File: src/rtl/crl_pkg.sv
package crl_pkg;

    localparam int CR_W      = 32;
    localparam int FIELD_W   = 4;
    localparam int N_FIELDS  = CR_W / FIELD_W;
    localparam int BIT_IDX_W = $clog2(CR_W);
    localparam int FLD_IDX_W = $clog2(N_FIELDS);
    localparam int OP_W      = 4;

    typedef enum logic [OP_W-1:0] {
        OP_AND  = 4'd0,
        OP_NAND = 4'd1,
        OP_OR   = 4'd2,
        OP_XOR  = 4'd3,
        OP_NOR  = 4'd4,
        OP_EQV  = 4'd5,
        OP_ANDC = 4'd6,
        OP_ORC  = 4'd7,
        OP_MOVE = 4'd8
    } crl_op_e;

    typedef enum logic [1:0] {
        SEL_BIT  = 2'd0,
        SEL_FLD  = 2'd1,
        SEL_PASS = 2'd2
    } crl_sel_e;

    typedef struct packed {
        logic [BIT_IDX_W-1:0] dst;
        logic [BIT_IDX_W-1:0] src_a;
        logic [BIT_IDX_W-1:0] src_b;
    } crl_bit_req_t;

    typedef struct packed {
        logic [FLD_IDX_W-1:0] dst;
        logic [FLD_IDX_W-1:0] src;
    } crl_fld_req_t;

    // Two-input boolean function selected by the low opcode bits.
    function automatic logic crl_eval(input logic [2:0] fn, input logic a, input logic b);
        logic r;
        case (fn)
            3'd0:    r = a & b;
            3'd1:    r = ~(a & b);
            3'd2:    r = a | b;
            3'd3:    r = a ^ b;
            3'd4:    r = ~(a | b);
            3'd5:    r = ~(a ^ b);
            3'd6:    r = a & ~b;
            default: r = a | ~b;
        endcase
        return r;
    endfunction

endpackage

File: src/rtl/crl_decode.sv
module crl_decode
    import crl_pkg::*;
#(
    parameter int OPW = OP_W
) (
    input  logic [OPW-1:0] op,
    output crl_sel_e       sel,
    output logic [2:0]     fn
);
    always_comb begin
        fn = op[2:0];
        if (op < OPW'(OP_MOVE))       sel = SEL_BIT;
        else if (op == OPW'(OP_MOVE)) sel = SEL_FLD;
        else                          sel = SEL_PASS;
    end
endmodule

File: src/rtl/crl_bit_logic.sv
module crl_bit_logic
    import crl_pkg::*;
#(
    parameter int W  = CR_W,
    parameter int IW = BIT_IDX_W
) (
    input  logic [W-1:0]  cr,
    input  logic [2:0]    fn,
    input  logic [IW-1:0] dst,
    input  logic [IW-1:0] src_a,
    input  logic [IW-1:0] src_b,
    output logic [W-1:0]  cr_next
);
    localparam logic [W-1:0] TOP = {1'b1, {(W-1){1'b0}}};

    logic [W-1:0] mask_a, mask_b, mask_d;
    logic         bit_a, bit_b, res;

    always_comb begin
        // MSB-first numbering: index 0 is the top bit
        mask_a  = TOP >> src_a;
        mask_b  = TOP >> src_b;
        mask_d  = TOP >> dst;
        bit_a   = |(cr & mask_a);
        bit_b   = |(cr & mask_b);
        res     = crl_eval(fn, bit_a, bit_b);
        cr_next = (cr & ~mask_d) | (res ? mask_d : '0);
    end
endmodule

File: src/rtl/crl_field_move.sv
module crl_field_move
    import crl_pkg::*;
#(
    parameter int W  = CR_W,
    parameter int FW = FIELD_W,
    parameter int FI = FLD_IDX_W
) (
    input  logic [W-1:0]  cr,
    input  logic [FI-1:0] dst,
    input  logic [FI-1:0] src,
    output logic [W-1:0]  cr_next
);
    localparam int NF = W / FW;

    logic [FW-1:0] fields [NF];
    logic [FW-1:0] moved;

    for (genvar f = 0; f < NF; f++) begin : g_fld
        // field f occupies the f-th nibble counted from the MSB
        assign fields[f] = cr[W-1-f*FW -: FW];
        assign cr_next[W-1-f*FW -: FW] = (dst == FI'(f)) ? moved : fields[f];
    end

    assign moved = fields[src];
endmodule

File: src/rtl/crl_unit.sv
module crl_unit
    import crl_pkg::*;
(
    input  logic                 clk,
    input  logic                 rst,
    input  logic                 in_valid,
    input  logic [OP_W-1:0]      op,
    input  logic [BIT_IDX_W-1:0] dst_bit,
    input  logic [BIT_IDX_W-1:0] src_a_bit,
    input  logic [BIT_IDX_W-1:0] src_b_bit,
    input  logic [FLD_IDX_W-1:0] dst_fld,
    input  logic [FLD_IDX_W-1:0] src_fld,
    input  logic [CR_W-1:0]      cr_in,
    output logic [CR_W-1:0]      cr_out,
    output logic                 out_valid
);
    crl_bit_req_t breq;
    crl_fld_req_t freq;
    crl_sel_e     sel;
    logic [2:0]   fn;
    logic [CR_W-1:0] bit_res, fld_res, next_cr;

    assign breq = '{dst: dst_bit, src_a: src_a_bit, src_b: src_b_bit};
    assign freq = '{dst: dst_fld, src: src_fld};

    crl_decode #(.OPW(OP_W)) u_dec (.op(op), .sel(sel), .fn(fn));

    crl_bit_logic #(.W(CR_W), .IW(BIT_IDX_W)) u_bit (
        .cr(cr_in), .fn(fn), .dst(breq.dst), .src_a(breq.src_a),
        .src_b(breq.src_b), .cr_next(bit_res)
    );

    crl_field_move #(.W(CR_W), .FW(FIELD_W), .FI(FLD_IDX_W)) u_fld (
        .cr(cr_in), .dst(freq.dst), .src(freq.src), .cr_next(fld_res)
    );

    always_comb begin
        case (sel)
            SEL_BIT: next_cr = bit_res;
            SEL_FLD: next_cr = fld_res;
            default: next_cr = cr_in;
        endcase
    end

    always_ff @(posedge clk) begin
        if (rst) begin
            cr_out    <= '0;
            out_valid <= 1'b0;
        end else begin
            out_valid <= in_valid;
            if (in_valid) cr_out <= next_cr;
        end
    end


    valid_pulse_chk: assert property (@(posedge clk) disable iff (rst)
        in_valid |=> out_valid);


    hold_chk: assert property (@(posedge clk) disable iff (rst)
        !in_valid |=> (!out_valid && $stable(cr_out)));


    one_bit_chk: assert property (@(posedge clk) disable iff (rst)
        (in_valid && op < OP_W'(OP_MOVE)) |=> ($countones(cr_out ^ $past(cr_in)) <= 1));


    field_only_chk: assert property (@(posedge clk) disable iff (rst)
        (in_valid && op == OP_W'(OP_MOVE)) |=>
        (((cr_out ^ $past(cr_in)) &
          ~({{FIELD_W{1'b1}}, {(CR_W-FIELD_W){1'b0}}} >> (FIELD_W * $past(dst_fld)))) == '0));


    reserved_pass_chk: assert property (@(posedge clk) disable iff (rst)
        (in_valid && op > OP_W'(OP_MOVE)) |=> (cr_out == $past(cr_in)));
endmodule

File: config.mk
export PLATFORM = sky130hd
export DESIGN_NAME = crl_unit
export DESIGN_NICKNAME = d
export VERILOG_FILES = /design/src/rtl/crl_pkg.sv /design/src/rtl/crl_decode.sv /design/src/rtl/crl_bit_logic.sv /design/src/rtl/crl_field_move.sv /design/src/rtl/crl_unit.sv
export SDC_FILE = /design/constraint.sdc
export NUM_CORES = 1
export LEC_CHECK = 0
export ABC_AREA = 1
export BUFFER_PORTS_ARGS = -buffer_cell sky130_fd_sc_hd__buf_2
export CAP_MARGIN = 20
export CORE_UTILIZATION = 30
export CTS_CLUSTER_SIZE = 30
export DETAILED_ROUTE_END_ITERATION = 10
export GPL_ROUTABILITY_DRIVEN = 0
export GPL_TIMING_DRIVEN = 1
export HOLD_SLACK_MARGIN = 0.12
export SETUP_SLACK_MARGIN = 0.5
export SYNTH_ARGS = -nofsm -noshare
export SYNTH_HDL_FRONTEND = slang
export SYNTH_HIERARCHICAL = 1
export SYNTH_SLANG_ARGS = --single-unit
File: constraint.sdc
create_clock -name clk -period 2.4 [get_ports clk]
set_clock_uncertainty 0.1 [all_clocks]
set_input_delay 0.24 -clock clk [delete_from_list [all_inputs] [get_ports clk]]
set_output_delay 0.24 -clock clk [all_outputs]
set_load 0.1 [all_outputs]
==> results.toml <==
[run_status]
status = "finished clean"

[synth]
synth_xor_area_share_pct = 0
yosys_warnings = 6
post_synth.cell_area_avg_um2 = 5.08
synth_top_family_by_area = "simple AND/OR/NAND/NOR gates"
synth_area_mm2 = 0.00482
syn_nets = 1014
synth-seq-cells = 33
synth_cell_types = 27
synth-simple-area-share_pct = 63.6
muxShareOfSynthArea_pct = 0
synth_edf_count = 0
synth_adder_area_share_pct = 1.04
seq_area_frac_synth_pct = 13.7
async_reset_ff_share_pct = 0
synth-compound-area-share_pct = 7.73
synthFlopType = "dfxtp_1"
synth_cells = 950

[worst_setup_path]
worstReg2RegStart = "cr_out[16]"
rr_worst_depth = 4
worstPathRequired_ps = 2530
critPathArrivalTime_ps = 2460
critPathKind = "in2reg"
r2r-end = "cr_out[16]"
r2r_slack_ps = 1580
cp_max_fo = 8
worst_setup_path_end_kind = "flip-flop"
cp-start-kind = "primary input"

[clock_tree]
insertion_delay_ps = 280
cts.path.max_buffers = 2
h-tree-depth = 2
ctsHoldBuffers = 0
root_buffer = "clkbuf_16"
clk_pin_slew_ps = 50
clkSinkCount = 33
cts_tree = "done"
numCtsBuffers = 5

[route]
drt_wl_total_um = 21600
first_pass_iters = 6
vias_per_cell = 5.35
wire_per_inst_um = 16.6
dr_total_vias = 6940
drtAntennaViolNets = 0
first_iter_violations = 930
drc_errors = 0

[sta]
finalHoldViolCount = 0
maxSlewHeadroom_pct = 54.6
period_share_pct = 97.1
worstMarginPinSlew_ps = 680
setup_violations = 0
tns_ps = 0
fmax_mhz = 429
slew_violations = 0
fin_crit_ps = 2330
grt_setup_unrepaired = "yes"

[flow_run]
cap_viol_max_count = 0

[placement]
dpl.hpwl_um = 15400
port_buffers = 92

[die]
die_h_um = 129
initial_core_util_pct = 31.3
pin_count = 93
die_w_um = 129
dieArea_mm2 = 0.0166
rows = 45
core_area_mm2 = 0.0154

[grt]
gr-total-overflow = 0
grt_pass1_wl_um = 32100
grt_max_degree = 34
grt_pass1_vias = 5994
grt_use_total_pct = 25.1
antenna_found_initial = 0

[min_path]
hold_path_end = "cr_out[14]"
min-delay-start = "cr_in[14]"
holdPathStages = 6
hold_path_class = "in2reg"

[power_and_ir_drop]
p_leak_nw = 3.53
power.density_mw_per_mm2 = 401
p_total_mw = 2.68
vdd_drop_max_v = 0.000454

[cells_and_area]
drive_above_1_share_pct = 28.4
diodes = 0
fin_nets = 1149
area_growth_syn_to_layout_pct = 38.8
report_power, final:
group          internal, mW  total, mW  switching (mW)
sequential            0.591      0.611          0.0201
combinational         0.416       1.43            1.02
clock                 0.407      0.640           0.233
metrics by stage:
stage	worst slack (ps)	util (%)	std cells	hold slack, ps	area, µm²
after detailed placement	-339	38.8	1280	435	5990
after global placement	-329	38.8	1280	433	5990
after floorplan	164	-	950	342	4960
after global routing	-53.4	43.4	1296	392	6700
final	68.6	43.4	1296	352	6700
after CTS	125	41.1	1290	348	6350
how the worst max path moves through the flow:
stage / depth (start not counted) / to / startpoint
6_report: 19 / cr_out[6] / src_b_bit[1]
3_5_place_dp: 20 / cr_out[22] / src_a_bit[1]
2_1_floorplan: 19 / cr_out[16] / src_a_bit[3]
5_1_grt: 20 / cr_out[27] / src_b_bit[0]
4_1_cts: 19 / cr_out[6] / src_a_bit[2]
3_3_place_gp: 19 / cr_out[22] / src_a_bit[2]
cell usage in the layout (no fill, tap or decap), drive strengths merged, types with 11 or more instances in the layout:
cell | netlist | final
nand4 | 42 | 42
a21oi | 44 | 44
nor2 | 163 | 163
o21ai | 26 | 26
nand2 | 283 | 283
nor3 | 11 | 11
nand3 | 184 | 184
inv | 102 | 102
dfxtp | 33 | 33
buf | 45 | 179
layout make-up:
cell class	instances	area, µm²
Sequential cell	33	661
Clock buffer	7	143
Inverter	102	413
Tap cell	211	264
Timing Repair Buffer	180	1310
Multi-Input combinational cell	763	3910
Fill cell	1678	8730
registers in the layout, summed over array words and instances (netlist names):
signal     flops
cr_out        32
out_valid      1
cells in the mapped netlist (all sizes together) (4+ instances only):
cell type / count / share of area (%)
nand2: 283 / 22
nand3: 184 / 20
nor2: 163 / 14
inv: 102 / 7.9
buf: 45 / 5.4
a21oi: 44 / 4.6
nand4: 42 / 5.4
dfxtp: 33 / 14
o21ai: 26 / 2.7
nor3: 11 / 1.3
clkbuf: 7 / 0.54
ha: 4 / 1.0
cells by family (layout without fill, tap and decap cells):
group                    after synthesis  in the layout
AO/OA/AOI/OAI                         73             73
AND/OR/NAND/NOR                      686            686
adder cells (fa/ha/maj)                4              4
flip-flops                            33             33
buffers and inverters                154            289
metal layers:
layer | share of wire [%] | wire (µm) | GRT usage (%)
met4 | 3.9 | 838 | 9.55
met2 | 43 | 9290 | 38.8
met3 | 13 | 2720 | 6.82
met5 | 0 | 0 | 0
met1 | 40 | 8710 | 33.0
worst max-delay path: stages:
cell,delay [ps]
buf_12,120
nor2_4,220
nand4_1,180
nand2_1,100
nor2_1,50
nand3_1,100
nor2_2,70
nor2_4,140
ha_4,220
o211ai_1,160
nand3_1,150
nand2_4,160
buf_8,150
nand2_2,50
o21ai_2,50
nand2_1,80
nand3_1,120
nand2_1,50
inv_1,40
what timing repair did:
action,4_1_cts,5_1_grt
cloned,1,2
resized for setup,63,78
endpoints found under the setup margin,32,32
pin swaps,34,55
setup buffers,2,4
endpoints found under the hold margin,0,0
Note: power is estimated with default switching activity, not from simulation.
